### src/rtl/fuse_pkg.sv
package fuse_pkg;

    localparam int ILEN = 32;
    localparam int RW   = 5;

    localparam logic [6:0] OPC_LUI   = 7'b0110111;
    localparam logic [6:0] OPC_AUIPC = 7'b0010111;
    localparam logic [6:0] OPC_OPIMM = 7'b0010011;
    localparam logic [6:0] OPC_LOAD  = 7'b0000011;
    localparam logic [6:0] OPC_JALR  = 7'b1100111;
    localparam logic [6:0] OPC_OPFP  = 7'b1010011;

    localparam logic [4:0] F5_F2I = 5'b11000;
    localparam logic [4:0] F5_I2F = 5'b11010;

    typedef enum logic [2:0] {
        UK_PLAIN = 3'd0,
        UK_FADD  = 3'd1,
        UK_FLOAD = 3'd2,
        UK_FJUMP = 3'd3,
        UK_CVT   = 3'd4
    } uop_kind_e;

    typedef enum logic [2:0] {
        IC_OTHER, IC_LUI, IC_AUIPC, IC_ADDI, IC_LOAD, IC_JALR, IC_I2F, IC_F2I
    } insn_cls_e;

    typedef struct packed {
        insn_cls_e     cls;
        logic [RW-1:0] rd;
        logic [RW-1:0] rs1;
        logic [2:0]    f3;
        logic [19:0]   hi;
        logic [11:0]   lo;
    } slot_info_t;

    typedef struct packed {
        logic            vld;
        uop_kind_e       kind;
        logic            pcrel;
        logic [RW-1:0]   rd;
        logic [ILEN-1:0] imm;
        logic [2:0]      ldw;
        logic            xfer;
        logic            xdir;
        logic [ILEN-1:0] insn;
    } uop_t;

endpackage

### src/rtl/fuse_slot_dec.sv
module fuse_slot_dec
    import fuse_pkg::*;
(
    input  logic [ILEN-1:0] insn,
    output slot_info_t      info
);

    always_comb begin
        info     = '0;
        info.rd  = insn[11:7];
        info.rs1 = insn[19:15];
        info.f3  = insn[14:12];
        info.hi  = insn[31:12];
        info.lo  = insn[31:20];
        info.cls = IC_OTHER;
        case (insn[6:0])
            OPC_LUI:   info.cls = IC_LUI;
            OPC_AUIPC: info.cls = IC_AUIPC;
            OPC_OPIMM: if (insn[14:12] == 3'b000) info.cls = IC_ADDI;
            OPC_LOAD:  if (insn[14:12] != 3'b111) info.cls = IC_LOAD;
            OPC_JALR:  if (insn[14:12] == 3'b000) info.cls = IC_JALR;
            OPC_OPFP: begin
                if (insn[26] == 1'b0) begin
                    if (insn[31:27] == F5_F2I)      info.cls = IC_F2I;
                    else if (insn[31:27] == F5_I2F) info.cls = IC_I2F;
                end
            end
            default:   info.cls = IC_OTHER;
        endcase
    end

endmodule

### src/rtl/fuse_pair_chk.sv
module fuse_pair_chk
    import fuse_pkg::*;
(
    input  logic            head_vld,
    input  logic            tail_vld,
    input  slot_info_t      head,
    input  slot_info_t      tail,
    output logic            hit,
    output uop_kind_e       kind,
    output logic [ILEN-1:0] imm,
    output logic [2:0]      ldw
);

    logic head_up;
    logic regs_ok;
    logic [ILEN-1:0] upper;
    logic [ILEN-1:0] lower;

    always_comb begin
        head_up = (head.cls == IC_LUI) || (head.cls == IC_AUIPC);
        regs_ok = (head.rd != '0) && (tail.rs1 == head.rd) && (tail.rd == head.rd);
        upper   = {head.hi, 12'b0};
        lower   = {{(ILEN-12){tail.lo[11]}}, tail.lo};
        kind    = UK_PLAIN;
        ldw     = 3'b000;
        case (tail.cls)
            IC_ADDI: kind = UK_FADD;
            IC_LOAD: begin
                kind = UK_FLOAD;
                ldw  = tail.f3;
            end
            IC_JALR: kind = UK_FJUMP;
            default: kind = UK_PLAIN;
        endcase
        hit = head_vld && tail_vld && head_up && regs_ok && (kind != UK_PLAIN);
        imm = upper + lower;
    end

endmodule

### src/rtl/fuse_pre_decode.sv
module fuse_pre_decode
    import fuse_pkg::*;
#(
    parameter int LANES = 4
) (
    input  logic                 clk,
    input  logic                 rst_n,
    input  logic [LANES-1:0]     in_vld,
    input  logic [LANES*32-1:0]  in_insn,
    output logic [LANES-1:0]     out_vld,
    output logic [LANES*3-1:0]   out_kind,
    output logic [LANES-1:0]     out_pcrel,
    output logic [LANES*5-1:0]   out_rd,
    output logic [LANES*32-1:0]  out_imm,
    output logic [LANES*3-1:0]   out_ldw,
    output logic [LANES-1:0]     out_xfer,
    output logic [LANES-1:0]     out_xdir,
    output logic [LANES*32-1:0]  out_insn
);

    localparam int PAIRS = LANES - 1;

    logic [ILEN-1:0] lane_insn [LANES];
    slot_info_t      info      [LANES];
    logic [LANES-1:0] pair_hit;
    uop_kind_e       pair_kind [LANES];
    logic [ILEN-1:0] pair_imm  [LANES];
    logic [2:0]      pair_ldw  [LANES];

    uop_t [LANES-1:0] st_d;
    uop_t [LANES-1:0] st_q;

    for (genvar g = 0; g < LANES; g++) begin : g_lane
        assign lane_insn[g] = in_insn[g*ILEN +: ILEN];

        fuse_slot_dec u_dec (
            .insn (lane_insn[g]),
            .info (info[g])
        );

        if (g < PAIRS) begin : g_pair
            fuse_pair_chk u_pair (
                .head_vld (in_vld[g]),
                .tail_vld (in_vld[g+1]),
                .head     (info[g]),
                .tail     (info[g+1]),
                .hit      (pair_hit[g]),
                .kind     (pair_kind[g]),
                .imm      (pair_imm[g]),
                .ldw      (pair_ldw[g])
            );
        end else begin : g_edge
            assign pair_hit[g]  = 1'b0;
            assign pair_kind[g] = UK_PLAIN;
            assign pair_imm[g]  = '0;
            assign pair_ldw[g]  = 3'b000;
        end

        assign out_vld[g]             = st_q[g].vld;
        assign out_kind[g*3 +: 3]     = st_q[g].kind;
        assign out_pcrel[g]           = st_q[g].pcrel;
        assign out_rd[g*RW +: RW]     = st_q[g].rd;
        assign out_imm[g*ILEN +: ILEN] = st_q[g].imm;
        assign out_ldw[g*3 +: 3]      = st_q[g].ldw;
        assign out_xfer[g]            = st_q[g].xfer;
        assign out_xdir[g]            = st_q[g].xdir;
        assign out_insn[g*ILEN +: ILEN] = st_q[g].insn;
    end

    always_comb begin
        logic consumed;
        st_d     = '0;
        consumed = 1'b0;
        for (int i = 0; i < LANES; i++) begin
            if (consumed) begin
                consumed = 1'b0;
            end else if (in_vld[i]) begin
                st_d[i].vld  = 1'b1;
                st_d[i].insn = lane_insn[i];
                st_d[i].rd   = info[i].rd;
                st_d[i].kind = UK_PLAIN;
                if (pair_hit[i]) begin
                    st_d[i].kind  = pair_kind[i];
                    st_d[i].pcrel = (info[i].cls == IC_AUIPC);
                    st_d[i].imm   = pair_imm[i];
                    st_d[i].ldw   = pair_ldw[i];
                    consumed      = 1'b1;
                end else if (info[i].cls == IC_I2F || info[i].cls == IC_F2I) begin
                    st_d[i].kind = UK_CVT;
                    st_d[i].xfer = 1'b1;
                    st_d[i].xdir = (info[i].cls == IC_F2I);
                end
            end
        end
    end

    always_ff @(posedge clk or negedge rst_n) begin
        if (!rst_n) begin
            st_q <= '0;
        end else begin
            st_q <= st_d;
        end
    end

endmodule

### config.mk
export PLATFORM = sky130hd
export DESIGN_NAME = fuse_pre_decode
export DESIGN_NICKNAME = d
export VERILOG_FILES = /design/src/rtl/fuse_pkg.sv /design/src/rtl/fuse_slot_dec.sv /design/src/rtl/fuse_pair_chk.sv /design/src/rtl/fuse_pre_decode.sv
export SDC_FILE = /design/constraint.sdc
export NUM_CORES = 1
export LEC_CHECK = 0
export ABC_CLOCK_PERIOD_IN_PS = 800
export BUFFER_PORTS_ARGS = -buffer_cell sky130_fd_sc_hd__buf_4
export CORE_MARGIN = 5
export CORE_UTILIZATION = 45
export DETAILED_ROUTE_END_ITERATION = 8
export PLACE_DENSITY = 0.84
export RECOVER_POWER = 50
export REMOVE_ABC_BUFFERS = 1
export SETUP_SLACK_MARGIN = 0.3
export SLEW_MARGIN = 0
export SYNTH_ARGS = -nofsm -noshare
export SYNTH_HDL_FRONTEND = slang
export SYNTH_SLANG_ARGS = --single-unit
### constraint.sdc
create_clock -name clk -period 0.8 [get_ports clk]
set_clock_uncertainty 0.05 [all_clocks]
set_input_delay 0.08 -clock clk [delete_from_list [all_inputs] [get_ports clk]]
set_output_delay 0.08 -clock clk [all_outputs]
set_load 0.02 [all_outputs]
* Word-level counts from Yosys, hierarchy flattened
Cells that the tools add are included.
** Storage, ports and cells
- Input port bits :: 134
- Output and inout bits :: 316
- Word-level logic and storage cells :: 208
- Register bits after elaboration :: 316
** Cells by class
- Reduce and logical (&&, ||, !) cells :: 35
- Mux-type cells :: 69
- $add $sub $neg :: 3
- Equal/unequal tests :: 65
** Operators with widths (number)
- 79-bit two-way mux :: 7
- 35-bit two-way mux :: 3
- 32-bit adder :: 3
- 3-bit two-way mux :: 30
- 3-bit case mux with 6 select lines :: 4
- 7-bit by 5-bit equality test with 1-bit output (second input constant) :: 8
- 7-bit equality test (second input constant) :: 8
- 3-bit equality test (second input constant) :: 14
- 5-bit equality test (second input constant) :: 8
- 5-bit equality test :: 6
- 7-bit by 2-bit equality test with 1-bit output (second input constant) :: 4
- 7-bit by 6-bit equality test with 1-bit output (second input constant) :: 4
- 2-bit two-way mux :: 11
- 3-bit by 2-bit equality test with 1-bit output (second input constant) :: 6
- 1-bit logical AND :: 18
- 2-bit case mux with 3 select lines :: 3
- 5-bit nonzero test :: 3
- 3-bit logical NOT :: 4
- 3-bit inequality test (second input constant) :: 4
- 1-bit two-way mux :: 11
- 3-bit by 1-bit equality test with 1-bit output (second input constant) :: 3
- 3-bit nonzero test :: 3
- 1-bit logical OR :: 7

* Depth between registers and ports, before layout
- Depth after elaboration :: 15
- Depth in mapped cells :: 10
- Mapped depth without buffers :: 9

* By module
From an unflattened synthesis, not the netlist that was laid out.
** Unflattened totals
- Cell total of the unflattened synthesis :: 1435
- Area total of the unflattened synthesis :: 14910.6 sq um
** Modules (own cells, without submodules)
- fuse_pre_decode :: times used 1, cells each 649, area an instance 9260.1 sq um
- fuse_pair_chk (g_lane[0].g_pair.u_pair ...) :: times used 2, cells each 174, area an instance 1258.7 sq um
- fuse_slot_dec (g_lane[0].u_dec ...) :: times used 3, cells each 69, area an instance 494.2 sq um
- fuse_pair_chk (g_lane[2].g_pair.u_pair) :: times used 1, cells each 162, area an instance 1163.6 sq um
- fuse_slot_dec (g_lane[3].u_dec) :: times used 1, cells each 69, area an instance 486.7 sq um

* Worst setup path before layout
OpenSTA, ideal clock, no wires.
- Path type :: input to register
- Start :: input in_insn[76]
- End :: register st_q, in the netlist out_imm[92]
- Data required time :: 629 ps
- Slack :: -1446 ps
- Setup time :: 121 ps
- Path buffers :: 0
- Stages on the path :: 9
- Data arrival time :: 2074 ps
- Cells stage by stage :: ha_1 > fa_1 > a211o_1 > a21oi_1 > a21oi_1 > o31ai_1 > o21ai_0 > xnor2_1 > nor2_1
** RTL lines
- start, declared :: RTL line fuse_pre_decode.sv:9 : input logic [LANES*32-1:0] in_insn,
- end signal, assigned :: RTL line fuse_pre_decode.sv:101 : st_q <= st_d;
- end, declared :: RTL line fuse_pre_decode.sv:31 : uop_t [LANES-1:0] st_q;

==> results.md <==
- RSZ-0062 raised after global routing: true
- Pwr/cell area: 1650 nW/um^2
- Ports: 450
- Max H-tree Level: 1
- Crit path cell chain: buf_6 -> buf_6 -> nor4_4 -> buf_4 -> mux2i_1 -> nor3_1 -> buf_4 -> o2111ai_4 -> buf_6 -> buf_6 -> buf_6 -> buf_6 -> inv_8 -> buf_6 -> and3_4
- Yosys top cell area share: 52.5%
- Final min period: 2.10 ns
- Met3 GRT Util: 7.94%
- Routed length per instance: 28.9 um
- Grt met2 use: 63.5%
- Largest net degree at the start of global routing: 56
- Post-route setup slack: -1.30 ns
- Max-slew violations: 0
- Main synth FF type: dfrtp_1
- Netlist cell types: 68
- Arrival time at the worst endpoint: 2.55 ns
- Comb pwr share: 24.3%
- Worst hold path class: input pin to register
- Multi-input gate area: 6630 sq um
- Number of synthesized flops with an enable pin: 0
- Post-synthesis sequential area ratio: 52.5%
- CP Max Fanout: 7
- Layout area overhead: 82.8%
- Yosys Warn Count: 0
- Dominant cell type by area after synthesis: dfrtp_1
- Root Driver: clkbuf_16
- # fillers: 1216
- Via count: 13800
- FF/Latch Area: 6360 sq um
- Critical path endpoint category: register
- Syn avg cell area: 10.7 sq um
- Antenna violations before repair: 4
- Cell Area, Synth: 12100 sq um
- Setup-failing EPs final: 648
- Lkg Pwr: 11.0 nW
- Max incr delay on CP: 0.51 ns
- Max VDD drop: 0.00204 V
- Relative slew slack: 37.7%
- Switching Fraction: 29.7%
- Clock power share: 38.8%
- Final net count: 2074
- Total wire length: 64800 um
- Max Cap Violations: 0
- DIE HEIGHT: 174 um
- Ys async rst share: 100%
- Met1 Track Usage GR: 40.1%
- DRC viols: 0
- Worst endpoint required time: 1.25 ns
- #FFs+latches synth: 254
- Slew @ Worst Pin: 0.934 ns
- ANT nets after route: 0
- Critical Path Source Type: input pin
- Core Box Area: 26700 sq um
- First-pass GRT wire length: 87000 um
- Dpl cells: 2110
- Total Routing Usage GR: 36.8%
- Highest Clock Rate: 476 MHz
- Final TNS setup: -378.51 ns
- First-pass DRT Iterations: 6
- Via density per instance: 6.15
- Slowest stage cell, crit path: nor4_4
- Vias in the first global route: 14500
- Top post-synthesis cells by area: dfrtp_1 52%, and3_1 6.2%, ha_1 5.9%, buf_4 3.8%, nor2_1 3.1%
- CTS tree: done
- Status: complete, but fails checks
- Die width: 174 um
- Tcrit/Tclk final: 263%
- Initial Utilization: 45.3%
- CTS sink count: 254
- Row count: 60
- Gpl congestion: 0.923
- Die area: 30300 sq um
- Num CTS Buffers: 28
- Critical path launch point: in_insn[45]
- I/O Buffers: 411
- Overflow after GRT: 0
- Post-Layout Cell Count: 2241
- GRT Max-Usage Layer: met2
- Failing checks: negative hold slack, negative setup slack
- Sequential Power Share: 36.9%
- WS Path Type: input pin to register
- Clock tree buffer depth: 3
- CP endpoint: out_imm[34]
- Clock-pin transition on the worst setup and hold timing paths: 0.07 ns
- Layout cells sized above 1: 56.9%
- HPWL after detailed placement: 34200 um
- Internal power: 25.7 mW
- Gate count of the mapped netlist: 1135
- Final Hold Fails: 146
- Number of DRC markers in iteration 0: 1217
- Hold slack: -0.274 ns
- Psw: 10.8 mW
- Crit path top cell by count: buf_6
area by class of cell:
cell class	count	area share (%)
repair buffers	778	34.1
multi-input cells	769	29.9
flip-flops and latches	254	28.7
clock buffers	40	3.87
well taps	341	1.93
inverters	49	0.864
clock inverters	9	0.582
diodes	1	0.0113
through the flow:
step | instance area, sq um | setup WS, ns | util (%) | power, mW
global placement | 17400 | -1.73 | 65.3 | 20.0
CTS | 21300 | -0.961 | 79.6 | 35.1
floorplan | 11600 | -2.08 | - | 16.4
finish | 22200 | -1.30 | 82.9 | 36.5
detailed placement | 17400 | -1.80 | 65.3 | 20.2
global route | 22200 | -1.33 | 82.9 | 37.4
layout by cell type (no fill, tap or decap), drive strengths merged, types with 3 or more instances in the layout:
master       instances
nor2b                5
fa                   3
o31a                 4
nand4                7
dlygate4sd3         25
conb                38
o21a                 8
xnor2               22
inv                 50
nor3b                3
buf                741
clkbuf              52
a21oi               54
nand2b               8
nor4                14
nand3               26
nor3                34
o41ai                3
a211oi              12
o21ai               25
and2                45
a31oi               12
or3                 17
clkinv               3
a21o                23
and4                 5
nand2               29
o211ai               7
mux2i                4
o21bai               6
o31ai                3
xor2                23
or2                  4
and3               121
ha                  57
bufinv               3
nand3b               3
nor2               110
nor4bb               3
dfrtp              254
logic make-up (layout without fill, tap and decap cells):
family | Yosys count | count (layout) | synth area share [%]
xor+xnor | 45 | 45 | 3.25
buf+inv | 149 | 876 | 7.14
flops | 254 | 254 | 52.5
mux | 4 | 4 | 0.330
fa+ha+maj | 60 | 60 | 6.38
simple gates | 440 | 440 | 20.4
compound gates | 182 | 182 | 10.0
other cells | 1 | 39 | 0.0310
synthesized netlist by cell type (3+ instances only):
| library cell | n |
|---|---|
| nand3_1 | 26 |
| dfrtp_1 | 254 |
| clkbuf_1 | 22 |
| nand2_1 | 29 |
| nor3_1 | 34 |
| xor2_1 | 23 |
| o21a_1 | 8 |
| o31a_1 | 4 |
| nor2_1 | 100 |
| buf_4 | 62 |
| o21ai_0 | 25 |
| o211ai_1 | 7 |
| inv_1 | 49 |
| xnor2_1 | 22 |
| ha_1 | 57 |
| nand3b_1 | 3 |
| or3_1 | 16 |
| nor2_4 | 10 |
| nand4_1 | 7 |
| a211oi_1 | 10 |
| o21bai_1 | 6 |
| nor3b_1 | 3 |
| nor2b_1 | 5 |
| nand2b_1 | 8 |
| and3_1 | 121 |
| o41ai_1 | 3 |
| o31ai_1 | 3 |
| buf_6 | 6 |
| buf_2 | 8 |
| or2_2 | 4 |
| and2_1 | 45 |
| and4_1 | 5 |
| a21o_1 | 23 |
| fa_1 | 3 |
| a31oi_1 | 12 |
| nor4_1 | 12 |
| a21oi_1 | 54 |
| mux2i_1 | 4 |
| nor4bb_1 | 3 |
worst min path at each step:
stage | start | to | slack (ns) | depth (start not counted)
3_3_place_gp | rst_n | out_insn[89] | -0.03 | 2
6_report | in_insn[25] | out_insn[25] | -0.27 | 2
5_1_grt | in_insn[25] | out_insn[25] | -0.28 | 2
3_5_place_dp | rst_n | out_insn[89] | -0.03 | 2
2_1_floorplan | rst_n | out_imm[0] | -0.27 | 0
4_1_cts | in_insn[99] | out_insn[99] | -0.29 | 2
metal layers:
metal	vias up	wire [um]	share of wire (%)
li1	5395	-	-
met1	6584	20500	32
met2	1291	30500	47
met3	505	6940	11
met4	4	6950	11
met5	-	14	0.022
sequential cells by signal, indices dropped and copies added, names as in the netlist:
| name | count |
|---|---|
| out_kind | 8 |
| out_insn | 128 |
| out_imm | 96 |
| out_ldw | 9 |
| out_pcrel | 3 |
| out_vld | 4 |
| out_xdir | 4 |
| out_xfer | 2 |
power by group through the flow:
| stage | registers, mW | clock network [mW] | logic [mW] |
|---|---|---|---|
| 2_1_floorplan | 14.0 | 0 | 2.39 |
| 3_3_place_gp | 13.6 | 0 | 6.46 |
| 3_5_place_dp | 13.6 | 0 | 6.66 |
| 4_1_cts | 13.4 | 13.9 | 7.78 |
| 5_1_grt | 13.5 | 14.7 | 9.24 |
| 6_report | 13.5 | 14.2 | 8.86 |
timing repair:
action / CTS / global route
hold endpoints to repair: 444 / 151
setup endpoints to repair: 496 / 742
hold buffers: 23 / 2
setup buffers: 30 / 16
resized for setup: 524 / 160
gates cloned: 7 / 3
pin swaps: 93 / 52
critical path: cells and delay by family:
kind / cells / cell delay (ns)
AOI/OAI and AO/OA: 1 / 0.14
and+or+nand+nor: 3 / 0.89
muxes: 1 / 0.08
buffers and inverters: 10 / 1.34
Note: power is estimated with default switching activity, not from simulation.
